File: config.mk
export PLATFORM = sky130hd
export DESIGN_NAME = sdlc_tx_rts
export DESIGN_NICKNAME = d
export VERILOG_FILES = /design/src/rtl/sdlc_tx_pkg.sv /design/src/rtl/sdlc_fcs_acc.sv /design/src/rtl/sdlc_framer.sv /design/src/rtl/sdlc_rts_ctl.sv /design/src/rtl/sdlc_tx_rts.sv
export SDC_FILE = /design/constraint.sdc
export NUM_CORES = 1
export LEC_CHECK = 0
export ABC_CLOCK_PERIOD_IN_PS = 2500
export CORE_ASPECT_RATIO = 0.7
export CORE_MARGIN = 2
export CORE_UTILIZATION = 48
export DETAILED_ROUTE_END_ITERATION = 6
export PLACE_DENSITY = 0.69
export SYNTH_ARGS = -nofsm -noshare
export SYNTH_HDL_FRONTEND = slang
export SYNTH_SLANG_ARGS = --single-unit
File: constraint.sdc
create_clock -name clk -period 2.5 [get_ports clk]
set_clock_uncertainty 0.15 [all_clocks]
set_input_delay 0.375 -clock clk [delete_from_list [all_inputs] [get_ports clk]]
set_output_delay 0.375 -clock clk [all_outputs]
set_load 0.01 [all_outputs]
File: src/rtl/sdlc_tx_pkg.sv
package sdlc_tx_pkg;

    typedef enum logic [2:0] {
        ST_IDLE  = 3'd0,
        ST_OPEN  = 3'd1,
        ST_DATA  = 3'd2,
        ST_FCS   = 3'd3,
        ST_CLOSE = 3'd4
    } txs_e;

endpackage

File: src/rtl/sdlc_fcs_acc.sv
module sdlc_fcs_acc #(
    parameter int               CRC_W = 16,
    parameter logic [CRC_W-1:0] POLY  = 16'h8408,
    parameter logic [CRC_W-1:0] INIT  = 16'hFFFF
) (
    input  logic             clk,
    input  logic             rst_n,
    input  logic             clear,
    input  logic             advance,
    input  logic             bit_in,
    output logic [CRC_W-1:0] crc_q,
    output logic [CRC_W-1:0] crc_d
);

    // reflected shift: the line order is LSB first
    always_comb begin
        crc_d = crc_q;
        if (clear) begin
            crc_d = INIT;
        end else if (advance) begin
            crc_d = (crc_q >> 1) ^ (((crc_q[0] ^ bit_in) == 1'b1) ? POLY : '0);
        end
    end

    always_ff @(posedge clk or negedge rst_n) begin
        if (!rst_n) crc_q <= INIT;
        else        crc_q <= crc_d;
    end

endmodule

File: src/rtl/sdlc_framer.sv
module sdlc_framer
    import sdlc_tx_pkg::*;
#(
    parameter int                DATA_W    = 8,
    parameter int                CRC_W     = 16,
    parameter int                STUFF_RUN = 5,
    parameter logic [DATA_W-1:0] FLAG_PAT  = 8'h7E,
    parameter logic [CRC_W-1:0]  CRC_INIT  = 16'hFFFF
) (
    input  logic              clk,
    input  logic              rst_n,
    input  logic              start_ok,
    input  logic              flag_on_underrun,
    input  logic              in_valid,
    input  logic [DATA_W-1:0] in_data,
    output logic              in_ready,
    input  logic [CRC_W-1:0]  crc_q,
    input  logic [CRC_W-1:0]  crc_d,
    output logic              crc_clear,
    output logic              crc_adv,
    output logic              crc_bit,
    output logic              txd,
    output logic              active
);

    localparam int BW = $clog2(DATA_W);
    localparam int CW = $clog2(CRC_W);
    localparam int OW = $clog2(STUFF_RUN + 1);
    localparam logic [CW-1:0] LAST_DATA = CW'(DATA_W - 1);
    localparam logic [CW-1:0] LAST_FCS  = CW'(CRC_W - 1);
    localparam logic [OW-1:0] RUN_MAX   = OW'(STUFF_RUN);

    typedef struct packed {
        txs_e              st;
        logic [CW-1:0]     cnt;
        logic [OW-1:0]     ones;
        logic [DATA_W-1:0] sh;
        logic [CRC_W-1:0]  fcs;
        logic              txd;
    } fr_t;

    localparam fr_t FR_RST = '{st: ST_IDLE, cnt: '0, ones: '0, sh: '0, fcs: '0, txd: 1'b1};

    fr_t  r_q, r_d;
    logic stuff_now;
    logic cur_bit;

    always_comb begin
        r_d       = r_q;
        in_ready  = 1'b0;
        crc_clear = 1'b0;
        crc_adv   = 1'b0;
        crc_bit   = 1'b0;
        cur_bit   = 1'b0;
        stuff_now = (r_q.ones == RUN_MAX) &&
                    ((r_q.st == ST_DATA) || (r_q.st == ST_FCS) || (r_q.st == ST_CLOSE));

        case (r_q.st)
            ST_IDLE: begin
                r_d.txd = 1'b1;
                if (start_ok && in_valid) begin
                    r_d.st    = ST_OPEN;
                    r_d.cnt   = '0;
                    r_d.ones  = '0;
                    crc_clear = 1'b1;
                end
            end

            ST_OPEN: begin
                r_d.txd = FLAG_PAT[r_q.cnt[BW-1:0]];
                if (r_q.cnt == LAST_DATA) begin
                    r_d.cnt  = '0;
                    r_d.ones = '0;
                    in_ready = 1'b1;
                    if (in_valid) begin
                        r_d.sh = in_data;
                        r_d.st = ST_DATA;
                    end else if (flag_on_underrun) begin
                        r_d.st = ST_CLOSE;
                    end else begin
                        r_d.st  = ST_FCS;
                        r_d.fcs = ~crc_d;
                    end
                end else begin
                    r_d.cnt = r_q.cnt + CW'(1);
                end
            end

            ST_DATA: begin
                if (stuff_now) begin
                    r_d.txd  = 1'b0;
                    r_d.ones = '0;
                end else begin
                    cur_bit  = r_q.sh[r_q.cnt[BW-1:0]];
                    r_d.txd  = cur_bit;
                    crc_adv  = 1'b1;
                    crc_bit  = cur_bit;
                    r_d.ones = cur_bit ? (r_q.ones + OW'(1)) : '0;
                    if (r_q.cnt == LAST_DATA) begin
                        r_d.cnt  = '0;
                        in_ready = 1'b1;
                        if (in_valid) begin
                            r_d.sh = in_data;
                        end else if (flag_on_underrun) begin
                            r_d.st = ST_CLOSE;
                        end else begin
                            r_d.st  = ST_FCS;
                            r_d.fcs = ~crc_d;
                        end
                    end else begin
                        r_d.cnt = r_q.cnt + CW'(1);
                    end
                end
            end

            ST_FCS: begin
                if (stuff_now) begin
                    r_d.txd  = 1'b0;
                    r_d.ones = '0;
                end else begin
                    cur_bit  = r_q.fcs[0];
                    r_d.txd  = cur_bit;
                    r_d.fcs  = r_q.fcs >> 1;
                    r_d.ones = cur_bit ? (r_q.ones + OW'(1)) : '0;
                    if (r_q.cnt == LAST_FCS) begin
                        r_d.cnt = '0;
                        r_d.st  = ST_CLOSE;
                    end else begin
                        r_d.cnt = r_q.cnt + CW'(1);
                    end
                end
            end

            ST_CLOSE: begin
                if (stuff_now) begin
                    r_d.txd  = 1'b0;
                    r_d.ones = '0;
                end else begin
                    r_d.txd  = FLAG_PAT[r_q.cnt[BW-1:0]];
                    r_d.ones = '0;
                    if (r_q.cnt == LAST_DATA) begin
                        r_d.cnt = '0;
                        r_d.st  = ST_IDLE;
                    end else begin
                        r_d.cnt = r_q.cnt + CW'(1);
                    end
                end
            end

            default: begin
                r_d = FR_RST;
            end
        endcase
    end

    always_ff @(posedge clk or negedge rst_n) begin
        if (!rst_n) r_q <= FR_RST;
        else        r_q <= r_d;
    end

    assign txd    = r_q.txd;
    assign active = (r_q.st != ST_IDLE);

    // a run of ones is always broken before it reaches six
    p_run_bound_r3: assert property (@(posedge clk) disable iff (!rst_n)
        r_q.ones <= RUN_MAX);

    // two idle cycles in a row leave the line at mark
    p_idle_mark_r2: assert property (@(posedge clk) disable iff (!rst_n)
        (!active && $past(!active)) |-> txd);

    // an accepted byte is the one loaded for serialization
    p_accept_load_r4: assert property (@(posedge clk) disable iff (!rst_n)
        (in_ready && in_valid) |=> (r_q.sh == $past(in_data)) && (r_q.st == ST_DATA));

    // the check register is preset when a frame opens
    p_crc_preset_r5: assert property (@(posedge clk) disable iff (!rst_n)
        $rose(active) |-> (crc_q == CRC_INIT));

    // flag-only close never enters the check-sequence phase
    p_no_fcs_r6: assert property (@(posedge clk) disable iff (!rst_n)
        (flag_on_underrun && (r_q.st == ST_DATA)) |=> (r_q.st != ST_FCS));

endmodule

File: src/rtl/sdlc_rts_ctl.sv
module sdlc_rts_ctl (
    input  logic clk,
    input  logic rst_n,
    input  logic cfg_auto_release,
    input  logic cfg_sdlc_mode,
    input  logic cfg_flag_on_underrun,
    input  logic rts_bit,
    input  logic active,
    output logic rts_n
);

    logic auto_ok;
    logic rts_n_d, rts_n_q;

    assign auto_ok = cfg_auto_release && cfg_sdlc_mode && !cfg_flag_on_underrun;

    always_comb begin
        if (rts_bit) begin
            rts_n_d = 1'b0;
        end else if (auto_ok && active && !rts_n_q) begin
            rts_n_d = 1'b0;
        end else begin
            rts_n_d = 1'b1;
        end
    end

    always_ff @(posedge clk or negedge rst_n) begin
        if (!rst_n) rts_n_q <= 1'b1;
        else        rts_n_q <= rts_n_d;
    end

    assign rts_n = rts_n_q;

    // without the automatic mode the pin tracks the bit one clock later
    p_follow_r7: assert property (@(posedge clk) disable iff (!rst_n)
        !auto_ok |=> (rts_n_q == !$past(rts_bit)));

    // an asserted pin is held while the frame is still on the line
    p_hold_r8: assert property (@(posedge clk) disable iff (!rst_n)
        (auto_ok && active && !rts_n_q) |=> !rts_n_q);

    // an automatic release only happens once the frame has ended
    p_release_idle_r8: assert property (@(posedge clk) disable iff (!rst_n)
        ($rose(rts_n_q) && $past(auto_ok)) |-> !$past(active));

    // the control bit always wins
    p_cancel_r9: assert property (@(posedge clk) disable iff (!rst_n)
        rts_bit |=> !rts_n_q);

    // a released pin is never asserted without the control bit
    p_no_self_assert_r10: assert property (@(posedge clk) disable iff (!rst_n)
        (rts_n_q && !rts_bit) |=> rts_n_q);

endmodule

File: src/rtl/sdlc_tx_rts.sv
module sdlc_tx_rts #(
    parameter int                DATA_W    = 8,
    parameter int                CRC_W     = 16,
    parameter logic [CRC_W-1:0]  CRC_POLY  = 16'h8408,
    parameter logic [CRC_W-1:0]  CRC_INIT  = 16'hFFFF,
    parameter int                STUFF_RUN = 5,
    parameter logic [DATA_W-1:0] FLAG_PAT  = 8'h7E
) (
    input  logic              clk,
    input  logic              rst_n,
    input  logic              cfg_sdlc_mode,
    input  logic              cfg_auto_release,
    input  logic              cfg_flag_on_underrun,
    input  logic              tx_enable,
    input  logic              rts_bit,
    input  logic              in_valid,
    input  logic [DATA_W-1:0] in_data,
    output logic              in_ready,
    output logic              txd,
    output logic              rts_n
);

    logic [CRC_W-1:0] crc_q, crc_d;
    logic             crc_clear, crc_adv, crc_bit;
    logic             frame_active;
    logic             start_ok;

    assign start_ok = cfg_sdlc_mode && tx_enable;

    sdlc_fcs_acc #(
        .CRC_W (CRC_W),
        .POLY  (CRC_POLY),
        .INIT  (CRC_INIT)
    ) u_fcs (
        .clk     (clk),
        .rst_n   (rst_n),
        .clear   (crc_clear),
        .advance (crc_adv),
        .bit_in  (crc_bit),
        .crc_q   (crc_q),
        .crc_d   (crc_d)
    );

    sdlc_framer #(
        .DATA_W    (DATA_W),
        .CRC_W     (CRC_W),
        .STUFF_RUN (STUFF_RUN),
        .FLAG_PAT  (FLAG_PAT),
        .CRC_INIT  (CRC_INIT)
    ) u_framer (
        .clk              (clk),
        .rst_n            (rst_n),
        .start_ok         (start_ok),
        .flag_on_underrun (cfg_flag_on_underrun),
        .in_valid         (in_valid),
        .in_data          (in_data),
        .in_ready         (in_ready),
        .crc_q            (crc_q),
        .crc_d            (crc_d),
        .crc_clear        (crc_clear),
        .crc_adv          (crc_adv),
        .crc_bit          (crc_bit),
        .txd              (txd),
        .active           (frame_active)
    );

    sdlc_rts_ctl u_rts (
        .clk                  (clk),
        .rst_n                (rst_n),
        .cfg_auto_release     (cfg_auto_release),
        .cfg_sdlc_mode        (cfg_sdlc_mode),
        .cfg_flag_on_underrun (cfg_flag_on_underrun),
        .rts_bit              (rts_bit),
        .active               (frame_active),
        .rts_n                (rts_n)
    );

    // the pin release and the return to mark share one edge
    p_release_with_mark_r8: assert property (@(posedge clk) disable iff (!rst_n)
        ($rose(rts_n) && $past(cfg_auto_release && cfg_sdlc_mode && !cfg_flag_on_underrun)
         && $past(frame_active, 2)) |-> (txd && !$past(txd)));

endmodule

======== Word level (Yosys, flattened, before mapping) ========
Memories as Yosys holds them, arrays and structs flattened.
Index checks and enable logic that the tools add are counted.
storage, ports and cells
  output and inout port bits .............. 3
  bits of input ports ..................... 16
  ROM bits ................................ 8
  memories ................................ 1
  bits in registers ....................... 52
memory list
  name             words  width  read ports  clocked after Yosys merged registers in  write ports  RTL line           text
  (no name shown)  8      1      1           0                                        0            sdlc_framer.sv:70  r_d.txd = FLAG_PAT[r_q.cnt[BW-1:0]];
operators by class
  order comparisons ....................... 1
  add/sub/neg operators ................... 2
  reduce and logical (&&, ||, !) cells .... 20
  mux-type cells .......................... 47
  bitwise logic cells ..................... 5
  equal/unequal tests ..................... 16
operator list
  cell                                                             number
  16-bit 2-to-1 mux                                                6
  16-bit one-hot mux with 4 select lines                           1
  10-bit one-hot mux with 5 select lines                           1
  24-bit 2-to-1 mux                                                2
  3-bit 2-to-1 mux                                                 11
  27-bit 2-to-1 mux                                                1
  8-bit one-hot mux with 3 select lines                            1
  7-bit 2-to-1 mux                                                 3
  16-bit NOT                                                       1
  15-bit by 16-bit XOR with 16-bit output                          1
  1-bit 2-to-1 mux                                                 14
  2-bit != test, second input constant                             7
  10-bit 2-to-1 mux                                                1
  9-bit AND reduction                                              1
  4-bit 2-to-1 mux                                                 2
  8-bit 2-to-1 mux                                                 1
  4-bit AND reduction                                              2
  1-bit logical AND                                                7
  3-bit by 2-bit == test with 1-bit output, second input constant  2
  3-bit == test, second input constant                             2
  5-bit AND reduction                                              1
  4-bit by 1-bit adder with 4-bit output, second input constant    1
  4-bit by 3-bit == test with 1-bit output, second input constant  1
  4-bit == test, second input constant                             1
  16 further kinds                                                 20

======== Logic depth before layout (Yosys ltp) ========
  depth after elaboration ................. 17
  gate-level depth with buffers ........... 8
  depth with buffers taken out ............ 7

======== By module ========
From an unflattened synthesis, not the netlist that was laid out.
second synthesis, totals
  cell total of the unflattened synthesis .. 279
  area, all modules ....................... 2899.0 sq um
by module, submodules not included
  module        instances  cells each  area each (sq um)
  sdlc_framer   1          219         2105.8
  sdlc_fcs_acc  1          56          740.7
  sdlc_rts_ctl  1          3           46.3
  sdlc_tx_rts   1          1           6.3

======== Worst setup path before layout ========
Ideal clock, no wire load.
  path type ............................... reg-to-reg
  from .................................... reg u_framer.r_q[28] in the netlist's numbering
  to ...................................... reg u_framer.r_q[11] in the netlist's numbering
  data arrival time ....................... 1.758 ns
  required time ........................... 2.285 ns
  path buffers ............................ 0
  setup time .............................. 0.065 ns
  setup slack ............................. 0.527 ns
  cell stages (with the launch flop) ...... 6
  cell sequence ........................... dfrtp_1 mux4_1 mux2_4 xnor2_1 a211oi_1 o22a_1
between the ends
  cells in the longest elaborated chain, start to end .. 15
  elaborated cells on any way between the ends .. 20
  those cells by class .................... eq/ne (3); mux (13); bitwise (3); reduce/logical (1)
RTL lines
  item                                       RTL line                               text
  from (decl)                                sdlc_framer.sv:44                      fr_t r_q, r_d;
  from (signal assigned)                     sdlc_framer.sv:158                     else r_q <= r_d;
  1-bit binary-select mux with 3-bit select  sdlc_framer.sv:94                      cur_bit = r_q.sh[r_q.cnt[BW-1:0]];
  1-bit 2-to-1 mux (implied by the code)     sdlc_framer.sv:94
  1-bit 2-to-1 mux                           sdlc_framer.sv:90                      if (stuff_now) begin
  1-bit 2-to-1 mux                           sdlc_framer.sv:58                      case (r_q.st)
  1-bit XOR                                  sdlc_fcs_acc.sv:21                     crc_d = (crc_q >> 1) ^ (((crc_q[0] ^ bit_in) == 1'b1) ? POLY : '0);
  16-bit 2-to-1 mux                          sdlc_fcs_acc.sv:21
  15-bit by 16-bit XOR with 16-bit output    sdlc_fcs_acc.sv:21
  16-bit 2-to-1 mux                          sdlc_fcs_acc.sv:20                     end else if (advance) begin
  16-bit 2-to-1 mux                          sdlc_fcs_acc.sv:18                     if (clear) begin
  16-bit NOT                                 sdlc_framer.sv:82, sdlc_framer.sv:108
  16-bit 2-to-1 mux                          sdlc_framer.sv:78, sdlc_framer.sv:104
  16-bit 2-to-1 mux                          sdlc_framer.sv:102                     if (in_valid) begin
  24-bit 2-to-1 mux                          sdlc_framer.sv:99                      if (r_q.cnt == LAST_DATA) begin
  24-bit 2-to-1 mux                          sdlc_framer.sv:90
  16-bit one-hot mux with 4 select lines     sdlc_framer.sv:58
Several ways; a longest one is shown, not always the timed one. The select of a mux whose other input is x is not followed.
A chain may end at the register's enable or synchronous reset.

======== Worst setup path after layout ========
  from .................................... reg u_framer.r_q[25] in the netlist's numbering
  to ...................................... out in_ready
between the ends
  cells in the longest elaborated chain, start to end .. 4
RTL lines
  item                                   RTL line           text
  3-bit == test                          sdlc_framer.sv:55  stuff_now = (r_q.ones == RUN_MAX) &&
  1-bit logical AND                      sdlc_framer.sv:55
  1-bit 2-to-1 mux                       sdlc_framer.sv:90
  1-bit one-hot mux with 2 select lines  sdlc_framer.sv:58
  to (decl)                              sdlc_tx_rts.sv:18  output logic in_ready,
No other way between the ends.

==> metrics.txt <==
post-synthesis simple-gate area fraction 0.151; Final period util 0.938; Post-synth EDFFs 0; top cell type's share of synthesized area 0.306; Placement Cell Area between 0.003 and 0.004 mm²; Synth-to-Final Area Change 15.3%; die footprint 0.00642 mm²; switching share of power 0.390; clk_lat worst skew 0.30 ns; first-pass GRT wire length 10.2 mm; Synth Area in Compound Gates 0.205; Nets 331; LEAKAGE 0.00135 µW; CTS max path bufs 2; CP Capture Type output port; Die Y 67.6 µm; Seq/Total Area, Yosys 0.477; I/O pins 19; sequential share of power 0.395; Post-Syn Nets 310; DP Wirelength slightly above 4 mm; setup violators final 0; Final ANT Viol Nets 0; kind of critical path flip-flop to output port; met3 GRT Util 0.0402; Multi-input gate area 0.00133 mm²; GRT busiest layer met1; Yosys reg bits 52; vias per cell about 5.6; Post-synth top cells dfrtp_1, nand2_1, a21oi_1, o21ai_0, nor2_1; fin crit period ~2.3 ns; Tot GR Track Use 0.205; Yosys top cell by area dfrtp_1; GPL Wtd Cong 0.937; r2r setup slk 0.28 ns; Post-CTS Setup Bufs 0; Routed WL 5.81 mm; vias in the first global route roughly 2,100; via count 2,183; WL/cell 15.0 µm; Die Wd 94.9 µm; fillers 483; Sequential Area 0.00132 mm²; synthesized area per cell between 9 and 10 µm²; Worst Reg2Reg Path Length in Cells 6; Syn. warnings 0; Synth cell types 45; multiplexer area fraction after synthesis 0.0833; Antenna Diode Count 0; Startpoint Class flip-flop; clock-pin slew on the worst setup and hold paths 0.09 ns; Hold WC Path Type input port to async pin; RSZ-0062 raised after global routing no; port bufs 18; CTS tree done; main combinational cell family by area after synthesis compound AO/OA/AOI/OAI gates; crit-path max cell delay 0.42 ns; CTS H-tree depth 2; Root Buffer clkbuf_8; hold-fix buffers at CTS 0; Rel. slew slack 0.565; Synth Instances 290; initial antenna violation count 0; worst slew pin tran roughly 0.65 ns; Synth area leaders dfrtp_1, dfstp_2, mux2i_1; met2 Use GR 0.294; Final Util 0.565; worst path cell trace ha_1 -> a21oi_2 -> nand2_1 -> a211oi_1 -> dlygate4sd2_1; Maximum Capacitance Violations 0; ys async rst share 1.00; initial DRC count 138; prevailing post-synth register cell dfrtp_1; Fin. Hold Viols 0; Psw around 1600 µW; slowest CP cell dfrtp_1; share of layout cells above drive strength 1 0.151; Critical Path AT 1.82 ns; core area about 0.0057 mm²; final non-filler cell total between 300 and 400; drt drc 0; Placed Instances 379; power after layout 3990 µW; Max FO, Critical Path 5; pwr dens 1250 mW/mm²; Clock Power Share 0.143; required time worst endpoint 1.98 ns; setup TNS 0 ns; Congestion Overflow GR 0; Initial Utilization 0.490; outcome finished clean; pin count of the biggest net entering global routing 53; Max IR drop VDD 0.433 mV; row count 23; CTS Sinks 52; Internal Power around 2400 µW; final instance area 0.00320 mm²; Max Slew Vio Count 0; CTS buffer count 5; post-cts sizing count 2; XOR/XNOR share of the synthesized area 0.0189; met1 Use GR 0.322; fmax 426 MHz; drt pass-1 iters 5; mapped cell area 0.00278 mm²; Comb power frac 0.462; Post-Synth Adder-Cell Area 0.0180
-- cell type report --
| class | count | share of cell area |
|---|---|---|
| Multi-Input combinational cell | 206 | 0.416 |
| Sequential cell | 52 | 0.413 |
| Timing Repair Buffer | 32 | 0.0911 |
| Tap cell | 75 | 0.0293 |
| Clock buffer | 6 | 0.0227 |
| Inverter | 14 | 0.0164 |
| Clock inverter | 2 | 0.0109 |
-- power groups by stage --
stage	Clock, µW	Combinational [µW]	Sequential, µW
final	569	1840	1580
after detailed placement	0	1840	1590
after CTS	578	1850	1580
after floorplan	0	1400	1500
after global placement	0	1800	1580
after global routing	618	2100	1640
-- layer usage --
metal	up-vias	wire length [µm]	part of all wire
li1	1082	-	-
met1	1040	3110	0.54
met2	56	2450	0.42
met3	5	222	0.038
met4	0	26	0.0045
met5	-	0	0
-- cell usage in the layout, fill, tap and decap left out, drive strengths merged, types with 2 or more instances in the layout --
cell type	instances
dfstp	18
o22a	2
and3	2
nand2	34
nor2b	2
o22ai	2
inv	14
o21ai	24
buf	15
ha	4
a31oi	3
nor2	22
clkbuf	6
clkdlybuf4s50	16
mux2i	13
a211oi	4
a21boi	2
mux2	4
nand3b	2
dfrtp	34
and2	4
xnor2	6
nand3	14
mux4	2
nand2b	4
or3	2
a21oi	25
a32oi	14
a21o	3
-- worst max-delay path, delay by kind of cell, from the launching register on --
family / cells / cell delay (ns)
adder cells (fa/ha/maj): 1 / 0.29
flip-flops: 1 / 0.42
buffers and inverters: 1 / 0.29
AND/OR/NAND/NOR: 1 / 0.10
AO/OA/AOI/OAI: 2 / 0.43
-- stage by stage --
stage / hold WS, ns / setup WS [ns]
2_1_floorplan: -0.0706 / 0.527
3_3_place_gp: 0.332 / 0.209
3_5_place_dp: 0.343 / 0.164
4_1_cts: 0.0468 / 0.178
5_1_grt: 0.0630 / 0.0177
6_report: 0.0105 / 0.155
-- worst paths after layout --
| check | startpoint | to |
|---|---|---|
| min | rst_n | u_framer.r_q[30] |
| max reg2reg | u_framer.r_q[33] | u_framer.r_q[27] |
| max | u_framer.r_q[25] | in_ready |
| min reg2reg | u_fcs.crc_q[10] | u_fcs.crc_q[10] |
| max in group asynchronous | rst_n | u_framer.r_q[34] |
| min in group clk | u_fcs.crc_q[10] | u_fcs.crc_q[10] |
-- kinds of logic after synthesis --
kind of cell               Yosys count
adders and majority gates            4
and+or+nand+nor                     90
AOI/OAI and AO/OA                   87
DFF                                 52
buffers and inverters               32
xor gates and xnor gates             6
muxes                               19
-- flip-flops by register name, indices dropped and copies added, names as in the netlist --
signal,flops
u_rts.rts_n,1
u_fcs.crc_q,16
u_framer.txd,1
u_framer.r_q,34
Note: power is estimated with default switching activity, not from simulation.
